File: src/rtl/spi_bm_pkg.sv
package spi_bm_pkg;

  typedef enum logic [2:0] {
    ST_IDLE  = 3'd0,
    ST_WAIT  = 3'd1,
    ST_SHIFT = 3'd2,
    ST_GAP   = 3'd3,
    ST_GUARD = 3'd4
  } bm_state_t;

endpackage

File: src/rtl/spi_bm_sync.sv
module spi_bm_sync #(
  parameter int STAGES = 2
) (
  input  logic clk,
  input  logic rst,
  input  logic d,
  output logic q
);

  logic [STAGES-1:0] ff;

  always_ff @(posedge clk) begin
    if (rst) ff <= '0;
    else     ff <= {ff[STAGES-2:0], d};
  end

  assign q = ff[STAGES-1];

endmodule

File: src/rtl/spi_bm_edgegen.sv
module spi_bm_edgegen #(
  parameter int HALF_DIV = 2,
  parameter int BITS     = 8,
  parameter bit CPOL     = 1'b0,
  parameter bit CPHA     = 1'b0
) (
  input  logic clk,
  input  logic rst,
  input  logic run,
  output logic sclk,
  output logic launch,
  output logic sample,
  output logic done
);

  localparam int EDGES = 2 * BITS;
  localparam int EW    = $clog2(EDGES + 1);
  localparam int HW    = $clog2(HALF_DIV + 1);

  logic [HW-1:0] hp;
  logic [EW-1:0] eidx;
  logic          lvl;
  logic          tick;
  logic          in_byte;

  assign tick    = run && (hp == HW'(HALF_DIV - 1));
  assign in_byte = eidx < EW'(EDGES);

  always_ff @(posedge clk) begin
    if (rst || !run) begin
      hp   <= '0;
      eidx <= '0;
      lvl  <= 1'b0;
    end else if (tick) begin
      hp <= '0;
      if (in_byte) begin
        lvl  <= ~lvl;
        eidx <= eidx + 1'b1;
      end else begin
        eidx <= '0;
      end
    end else begin
      hp <= hp + 1'b1;
    end
  end

  generate
    if (CPHA == 1'b0) begin : g_pha0
      assign sample = tick && in_byte && !eidx[0];
      assign launch = tick && in_byte && eidx[0] && (eidx != EW'(EDGES - 1));
    end else begin : g_pha1
      assign sample = tick && in_byte && eidx[0];
      assign launch = tick && in_byte && !eidx[0] && (eidx != '0);
    end
  endgenerate

  assign done = tick && !in_byte;
  assign sclk = lvl ^ CPOL;

endmodule

File: src/rtl/spi_bm_shifter.sv
module spi_bm_shifter #(
  parameter int BITS = 8
) (
  input  logic            clk,
  input  logic            rst,
  input  logic            load,
  input  logic [BITS-1:0] load_data,
  input  logic            launch,
  input  logic            sample,
  input  logic            miso,
  output logic            mosi,
  output logic [BITS-1:0] rx_data
);

  logic [BITS-1:0] tx_sr;
  logic [BITS-1:0] rx_sr;

  always_ff @(posedge clk) begin
    if (rst) begin
      tx_sr <= '0;
      rx_sr <= '0;
    end else begin
      if (load)        tx_sr <= load_data;
      else if (launch) tx_sr <= {tx_sr[BITS-2:0], 1'b0};
      if (sample)      rx_sr <= {rx_sr[BITS-2:0], miso};
    end
  end

  assign mosi    = tx_sr[BITS-1];
  assign rx_data = rx_sr;

endmodule

File: src/rtl/spi_busy_master.sv
module spi_busy_master
  import spi_bm_pkg::*;
#(
  parameter int HALF_DIV    = 2,
  parameter int BYTE_W      = 8,
  parameter int TO_W        = 16,
  parameter int SYNC_STAGES = 2,
  parameter bit CPOL        = 1'b0,
  parameter bit CPHA        = 1'b0
) (
  input  logic              clk,
  input  logic              rst,
  input  logic [TO_W-1:0]   to_limit,
  input  logic              req_valid,
  output logic              req_ready,
  input  logic [BYTE_W-1:0] req_data,
  input  logic              req_write,
  input  logic              req_last,
  output logic              rsp_valid,
  output logic [BYTE_W-1:0] rsp_data,
  output logic              err_timeout,
  input  logic              busy,
  output logic              spi_cs_n,
  output logic              spi_sclk,
  output logic              spi_mosi,
  input  logic              spi_miso
);

  localparam int GUARD_CYC = 2 * HALF_DIV;
  localparam int GW        = $clog2(GUARD_CYC + 1);

  bm_state_t         state;
  logic              busy_s;
  logic              wr_q;
  logic              last_q;
  logic [TO_W-1:0]   wait_cnt;
  logic [GW-1:0]     guard_cnt;
  logic              run;
  logic              launch;
  logic              sample;
  logic              done;
  logic              accept;
  logic              go;
  logic [BYTE_W-1:0] rx_byte;

  assign req_ready = (state == ST_IDLE) || (state == ST_GAP);
  assign accept    = req_valid && req_ready;
  assign go        = wr_q ? busy_s : !busy_s;
  assign run       = (state == ST_SHIFT);

  spi_bm_sync #(
    .STAGES(SYNC_STAGES)
  ) u_sync (
    .clk (clk),
    .rst (rst),
    .d   (busy),
    .q   (busy_s)
  );

  spi_bm_edgegen #(
    .HALF_DIV(HALF_DIV),
    .BITS    (BYTE_W),
    .CPOL    (CPOL),
    .CPHA    (CPHA)
  ) u_edge (
    .clk    (clk),
    .rst    (rst),
    .run    (run),
    .sclk   (spi_sclk),
    .launch (launch),
    .sample (sample),
    .done   (done)
  );

  spi_bm_shifter #(
    .BITS(BYTE_W)
  ) u_shift (
    .clk       (clk),
    .rst       (rst),
    .load      (accept),
    .load_data (req_data),
    .launch    (launch),
    .sample    (sample),
    .miso      (spi_miso),
    .mosi      (spi_mosi),
    .rx_data   (rx_byte)
  );

  always_ff @(posedge clk) begin
    if (rst) begin
      state       <= ST_IDLE;
      spi_cs_n    <= 1'b1;
      rsp_valid   <= 1'b0;
      rsp_data    <= '0;
      err_timeout <= 1'b0;
      wr_q        <= 1'b0;
      last_q      <= 1'b0;
      wait_cnt    <= '0;
      guard_cnt   <= '0;
    end else begin
      rsp_valid <= 1'b0;
      case (state)
        ST_IDLE, ST_GAP: begin
          if (accept) begin
            wr_q        <= req_write;
            last_q      <= req_last;
            wait_cnt    <= '0;
            err_timeout <= 1'b0;
            state       <= ST_WAIT;
          end
        end
        ST_WAIT: begin
          if (go) begin
            spi_cs_n <= 1'b0;
            state    <= ST_SHIFT;
          end else if (wait_cnt == to_limit) begin
            err_timeout <= 1'b1;
            spi_cs_n    <= 1'b1;
            guard_cnt   <= '0;
            state       <= ST_GUARD;
          end else begin
            wait_cnt <= wait_cnt + 1'b1;
          end
        end
        ST_SHIFT: begin
          if (done) begin
            rsp_valid <= 1'b1;
            rsp_data  <= rx_byte;
            if (last_q) begin
              spi_cs_n  <= 1'b1;
              guard_cnt <= '0;
              state     <= ST_GUARD;
            end else begin
              state <= ST_GAP;
            end
          end
        end
        ST_GUARD: begin
          if (guard_cnt == GW'(GUARD_CYC - 1)) state <= ST_IDLE;
          else                                 guard_cnt <= guard_cnt + 1'b1;
        end
        default: state <= ST_IDLE;
      endcase
    end
  end

endmodule

File: config.mk
export PLATFORM = sky130hd
export DESIGN_NAME = spi_busy_master
export DESIGN_NICKNAME = d
export VERILOG_FILES = /design/src/rtl/spi_bm_pkg.sv /design/src/rtl/spi_bm_sync.sv /design/src/rtl/spi_bm_edgegen.sv /design/src/rtl/spi_bm_shifter.sv /design/src/rtl/spi_busy_master.sv
export SDC_FILE = /design/constraint.sdc
export NUM_CORES = 1
export LEC_CHECK = 0
export ABC_AREA = 1
export CAP_MARGIN = 20
export CORE_UTILIZATION = 30
export CTS_CLUSTER_SIZE = 24
export DETAILED_ROUTE_END_ITERATION = 7
export PLACE_DENSITY = 0.51
export RECOVER_POWER = 50
export SETUP_SLACK_MARGIN = 0.02
export SYNTH_ARGS = -nofsm -noshare
export SYNTH_HDL_FRONTEND = slang
export SYNTH_HIERARCHICAL = 1
export SYNTH_SLANG_ARGS = --single-unit
export TNS_END_PERCENT = 5
File: constraint.sdc
create_clock -name clk -period 5.7 [get_ports clk]
set_clock_uncertainty 0.2 [all_clocks]
set_input_delay 1.14 -clock clk [delete_from_list [all_inputs] [get_ports clk]]
set_output_delay 1.14 -clock clk [all_outputs]
set_load 0.1 [all_outputs]
Yosys cells after proc, flatten, opt, wreduce, memory -nomap -nowiden
Cells that the tools add are included.
{"block": "word_totals", "ff_bits": 61, "input_bits": 31, "output_inout_bits": 14, "elab_cells": 98}
{"block": "classes", "n_addsub": 4, "magnitude_cmp": 1, "eq_ne": 17, "mux": 30, "bitwise": 2, "n_reduce_logical": 29}
{"operator": "$mux 16", "n": 3}
{"operator": "$mux 3", "n": 11}
{"operator": "$pmux 16 s2", "n": 1}
{"operator": "$add 16x1->16 const B", "n": 1}
{"operator": "$eq 16x16->1", "n": 1}
{"operator": "$mux 8", "n": 2}
{"operator": "$ne 2x2->1 const B", "n": 8}
{"operator": "$reduce_and 4->1", "n": 4}
{"operator": "$pmux 3 s4", "n": 1}
{"operator": "$eq 3x2->1 const B", "n": 3}
{"operator": "$pmux 3 s3", "n": 1}
{"operator": "$mux 1", "n": 8}
{"operator": "$logic_and 1x1->1", "n": 7}
{"operator": "$reduce_and 2->1", "n": 3}
{"operator": "$reduce_and 6->1", "n": 1}
{"operator": "$reduce_bool 2->1", "n": 3}
{"operator": "$reduce_or 2->1", "n": 3}
{"operator": "$add 5x1->5 const B", "n": 1}
{"operator": "$lt 5x5->1 const B", "n": 1}
{"operator": "$mux 5", "n": 1}
{"operator": "$ne 5x4->1 const B", "n": 1}
{"operator": "$logic_not 1->1", "n": 4}
{"operator": "$pmux 1 s2", "n": 2}
{"operator": "$add 3x1->3 const B", "n": 1}
{"operator": "other kinds (9)", "n": 11}

Longest topological paths before layout
{"block": "logic_depth", "ltp_word": 7, "mapped_depth": 13, "mapped_depth_nobuf": 12}

By module
Netlist, hierarchy kept.
{"module": "spi_busy_master", "n_inst": 1, "cells_per_inst": 375, "area_each_um2": 2354.8, "seq_area_each_um2": 700.7}
{"module": "spi_bm_shifter", "n_inst": 1, "cells_per_inst": 94, "area_each_um2": 670.6, "seq_area_each_um2": 320.3}
{"module": "spi_bm_edgegen", "n_inst": 1, "cells_per_inst": 53, "area_each_um2": 380.4, "seq_area_each_um2": 160.2}
{"module": "spi_bm_sync", "n_inst": 1, "cells_per_inst": 6, "area_each_um2": 55.1, "seq_area_each_um2": 40.0}

Least setup slack after synthesis
OpenSTA, ideal clock, no wires.
{"block": "synth_timing", "path_type": "register to output", "startpoint": "register state[2]", "endpoint": "output req_ready", "arrival_time_ns": 1.416, "required_ns": 4.360, "setup_slack_ns": 2.944, "stages_incl_launch_ff": 4, "path_buffers": 0, "cell_sequence": "dfxtp_1 inv_1 o21ai_4 nor2_2"}
{"block": "synth_via", "elab_chain_cells": 2, "elab_cells_between_ends": 3, "cone_classes": "eq/ne: 1; reduce/logical: 2"}
{"element": "start: declaration", "line": "spi_busy_master.sv:32", "source": "bm_state_t state;"}
{"element": "start signal: assignment", "line": "spi_busy_master.sv:91", "source": "state <= ST_IDLE;"}
{"element": "start signal: assignment", "line": "spi_busy_master.sv:109", "source": "state <= ST_WAIT;"}
{"element": "start signal: assignment", "line": "spi_busy_master.sv:115", "source": "state <= ST_SHIFT;"}
{"element": "$eq 3x2->1 / $logic_not 3->1 (equally long branches)", "line": "spi_busy_master.sv:46", "source": "assign req_ready = (state == ST_IDLE) || (state == ST_GAP);"}
{"element": "$logic_or 1x1->1 (*)", "line": "spi_busy_master.sv:46"}
{"element": "end: declaration", "line": "spi_busy_master.sv:15", "source": "output logic req_ready,"}
Every way passes the cells marked *; elsewhere a longest branch is shown, timed or not.

Worst setup path in the final report
{"block": "layout_timing", "startpoint": "input to_limit[2]", "endpoint": "register wait_cnt[1]"}
{"block": "layout_via", "elab_chain_cells": 3}
{"element": "start: declaration", "line": "spi_busy_master.sv:13", "source": "input logic [TO_W-1:0] to_limit,"}
{"element": "$eq 16x16->1", "line": "spi_busy_master.sv:116", "source": "end else if (wait_cnt == to_limit) begin"}
{"element": "$ne 2x2->1 (no line)"}
{"element": "$reduce_and 4->1 (no line)"}
{"element": "end signal: assignment", "line": "spi_busy_master.sv:122", "source": "wait_cnt <= wait_cnt + 1'b1;"}
{"element": "end: declaration", "line": "spi_busy_master.sv:36", "source": "logic [TO_W-1:0] wait_cnt;"}
No other way between the ends.
A chain may end at the register's enable or synchronous reset.

==> flow_metrics.py <==
metrics = {
    "min_path": {
        "whs_path_depth": 1,
        "hold_class": "register to register",
    },
    "worst_setup_path": {
        "timing.rr.start": "wait_cnt[4]",
        "critical_path_class": "input port to register",
        "required_ps": 5760,
        "rrSetupSlack_ps": 2820,
        "worst-endpoint-arrival_ps": 3760,
        "cp-start-kind": "input port",
        "rr_endpoint": "wait_cnt[1]",
        "worstSetupStartpoint": "to_limit[2]",
        "crit_path_end_kind": "register",
        "r2r_cells": 12,
        "endpoint": "wait_cnt[1]",
        "critPathMaxFanout": 16,
    },
    "floorplan": {
        "fp-row-count": 38,
        "ioPinCount": 45,
        "design.core.area_um2": 11030,
        "die_w_um": 109.4,
        "die_y_um": 109.4,
        "initial_utilization_pct": 31.37,
        "dieArea_um2": 11970,
    },
    "cts": {
        "ctsHoldBuffers": 0,
        "cts_buffers": 9,
        "cts_resized": 0,
        "clkSinkCount": 61,
        "htree_num_levels": 3,
        "cts_buffer_depth": 2,
        "cts_tree": "built",
        "post_cts_buffers": 0,
        "clk_latency_ps": 330,
        "clk_pin_slew_ps": 50,
        "root_buffer": "clkbuf_16",
    },
    "route": {
        "vias_per_cell": 4.525,
        "top_layer": "met4",
        "m1WireLength_um": 3789,
        "drt_iter0_markers": 123,
        "wl_met2_um": 3822,
        "vias": 3249,
        "wl_per_cell_um": 11.28,
        "ant_nets": 0,
        "drtPass1Iterations": 4,
        "wl_um": 8102,
        "drc": 0,
        "wl_met3_um": 377,
    },
    "global_route": {
        "grt_first_pass_wirelength_um": 13870,
        "grt_pass1_vias": 3105,
        "gr-total-overflow": 0,
        "grt_usage_pct": 14.94,
        "grt_max_degree": 18,
        "antenna_found_initial": 0,
    },
    "power_and_ir_drop": {
        "ir_drop_v": 0.0002304,
        "leakagePower_nw": 1.834,
        "powerDensity_nw_per_um2": 371.9,
    },
    "synth": {
        "async_reset_ff_share_pct": 0,
        "synth_top_area_share_pct": 35.29,
        "synthTopCellsByArea": "dfxtp_1 (35%), nand2_1 (15%), nor2_1 (11%)",
        "synth_warnings": 6,
        "ys_seq_area_share_pct": 35.29,
        "synth_nets": 564,
        "synthesis.area_um2": 3461,
        "yosys-top-cells-count": "nand2_1 (141), nor2_1 (101), dfxtp_1 (61), inv_1 (59), nand3_1 (35)",
        "synthFlopType": "dfxtp_1",
        "yosysTopAreaCell": "dfxtp_1",
        "synth-seq-cells": 61,
        "syn_area_per_cell_um2": 6.555,
        "synth_edf_count": 0,
        "synthCells": 528,
        "synth_cell_types": 34,
        "synth_most_common_cell": "nand2_1",
    },
    "layout": {
        "n_antenna_cell": 0,
        "postLayoutCellArea_um2": 4255,
        "fin_nets": 609,
        "layout-drive-gt1-share_pct": 9.862,
        "utilization_pct": 38.58,
        "fillers": 1233,
        "areaGrowthSynthToFinish_pct": 22.96,
    },
    "timing": {
        "fmax_mhz": 270.0,
        "whs_ps": 222.1,
        "drv_slew": 0,
        "fin_tns_setup_ps": 0,
        "finalCriticalPeriod_ps": 3703,
        "period_share_pct": 64.97,
        "rsz0062_at_grt": "no",
        "worst_pin_slew_ps": 997.9,
        "hold_violations": 0,
        "setup_viol": 0,
        "slew_headroom_pct": 33.27,
    },
    "job": {
        "cap_violations": 0,
    },
    "placement": {
        "port_buffers": 44,
        "routabilityCongestion": 0.8172,
        "hpwl_um": 5912,
        "dpl-instance-area_um2": 4001,
    },
    "status": {
        "status": "completed",
    },
}
==> power by group <==
group          switching, W  leakage, nW  internal, W
clock              0.000189        0.152     0.000373
sequential        0.0000352        0.495     0.000470
combinational      0.000363         1.19     0.000152
==> flip-flops by register name, indices dropped and copies added, names as in the netlist, 2 cells and up <==
signal and count:
guard_cnt 3, wait_cnt 16, u_edge/eidx 5, rsp_data 8, u_edge/hp 2, state 3
u_shift/rx_data 8, u_shift/tx_sr 8, u_sync/ff 2
==> kinds of logic (layout without fill, tap and decap cells) <==
family	count (synthesis)	after routing	synth area share, %
and+or+nand+nor	316	316	40.71
adders and majority gates	5	5	1.808
AOI/OAI and AO/OA	55	55	9.545
xor gates and xnor gates	10	10	2.531
buffers and inverters	81	131	10.12
DFF	61	61	35.29
==> final cells by class <==
cell class                 count  area, µm²  share of cell area, %
multi-input combinational    386       1831                  43.02
sequential                    61       1221                  28.70
timing repair buffer          45      447.9                  10.53
clock buffer                  13      270.3                  6.351
inverter                      70      267.8                  6.292
tap                          140      175.2                  4.116
clock inverter                 3      42.54                 0.9997
==> cells in the final DEF (no fill, tap or decap), types with 2 or more instances in the layout <==
master	synthesis	layout
nand2_1	141	142
nor2_1	101	103
dfxtp_1	61	61
inv_1	59	59
clkdlybuf4s50_1	0	41
nand3_1	35	36
o21ai_0	24	24
a21oi_1	18	24
nand2_2	13	13
xor2_1	9	9
clkbuf_16	0	9
inv_2	8	8
nand4_1	6	6
a21oi_2	11	5
ha_1	5	5
nor2_4	4	3
nand2_4	4	3
clkbuf_8	0	3
dlygate4sd3_1	0	3
nor2_2	2	2
clkinv_1	2	2
or2_2	2	2
==> per-stage QoR <==
stage	cells	setup WS, ps	total power [W]
floorplan	528	2944	0.0009627
global placement	702	2302	0.001046
detailed placement	702	2302	0.001049
CTS	718	2039	0.001618
global route	718	1659	0.001683
finish	718	1997	0.001582
==> worst min path at each step <==
| stage | startpoint | endpoint |
|---|---|---|
| 3_3_place_gp | u_sync/ff[0] | u_sync/ff[1] |
| 3_5_place_dp | u_sync/ff[0] | u_sync/ff[1] |
| 4_1_cts | u_sync/ff[0] | u_sync/ff[1] |
| 6_report | u_edge/hp[0] | u_edge/hp[0] |
| 2_1_floorplan | u_sync/ff[0] | u_sync/ff[1] |
| 5_1_grt | u_sync/ff[0] | u_sync/ff[1] |
==> worst max-delay path, stage by stage <==
cell           delay, ps
dlygate4sd3_1        540
inv_1                 40
nand2_1               50
nand2_1               50
nor2_1               100
nand2_1               90
nor2_1               140
nand3_1              450
nand2_1              750
inv_1                170
nand2_1              100
nand2_1               50
nor2_1               100
==> layer usage <==
layer  track usage, %  up-vias
met5                0        -
met4            6.286        0
met3            4.624        8
met2            25.70       53
met1            17.07     1458
li1                 -     1730
No activity file was read; power rests on OpenSTA's default activity.
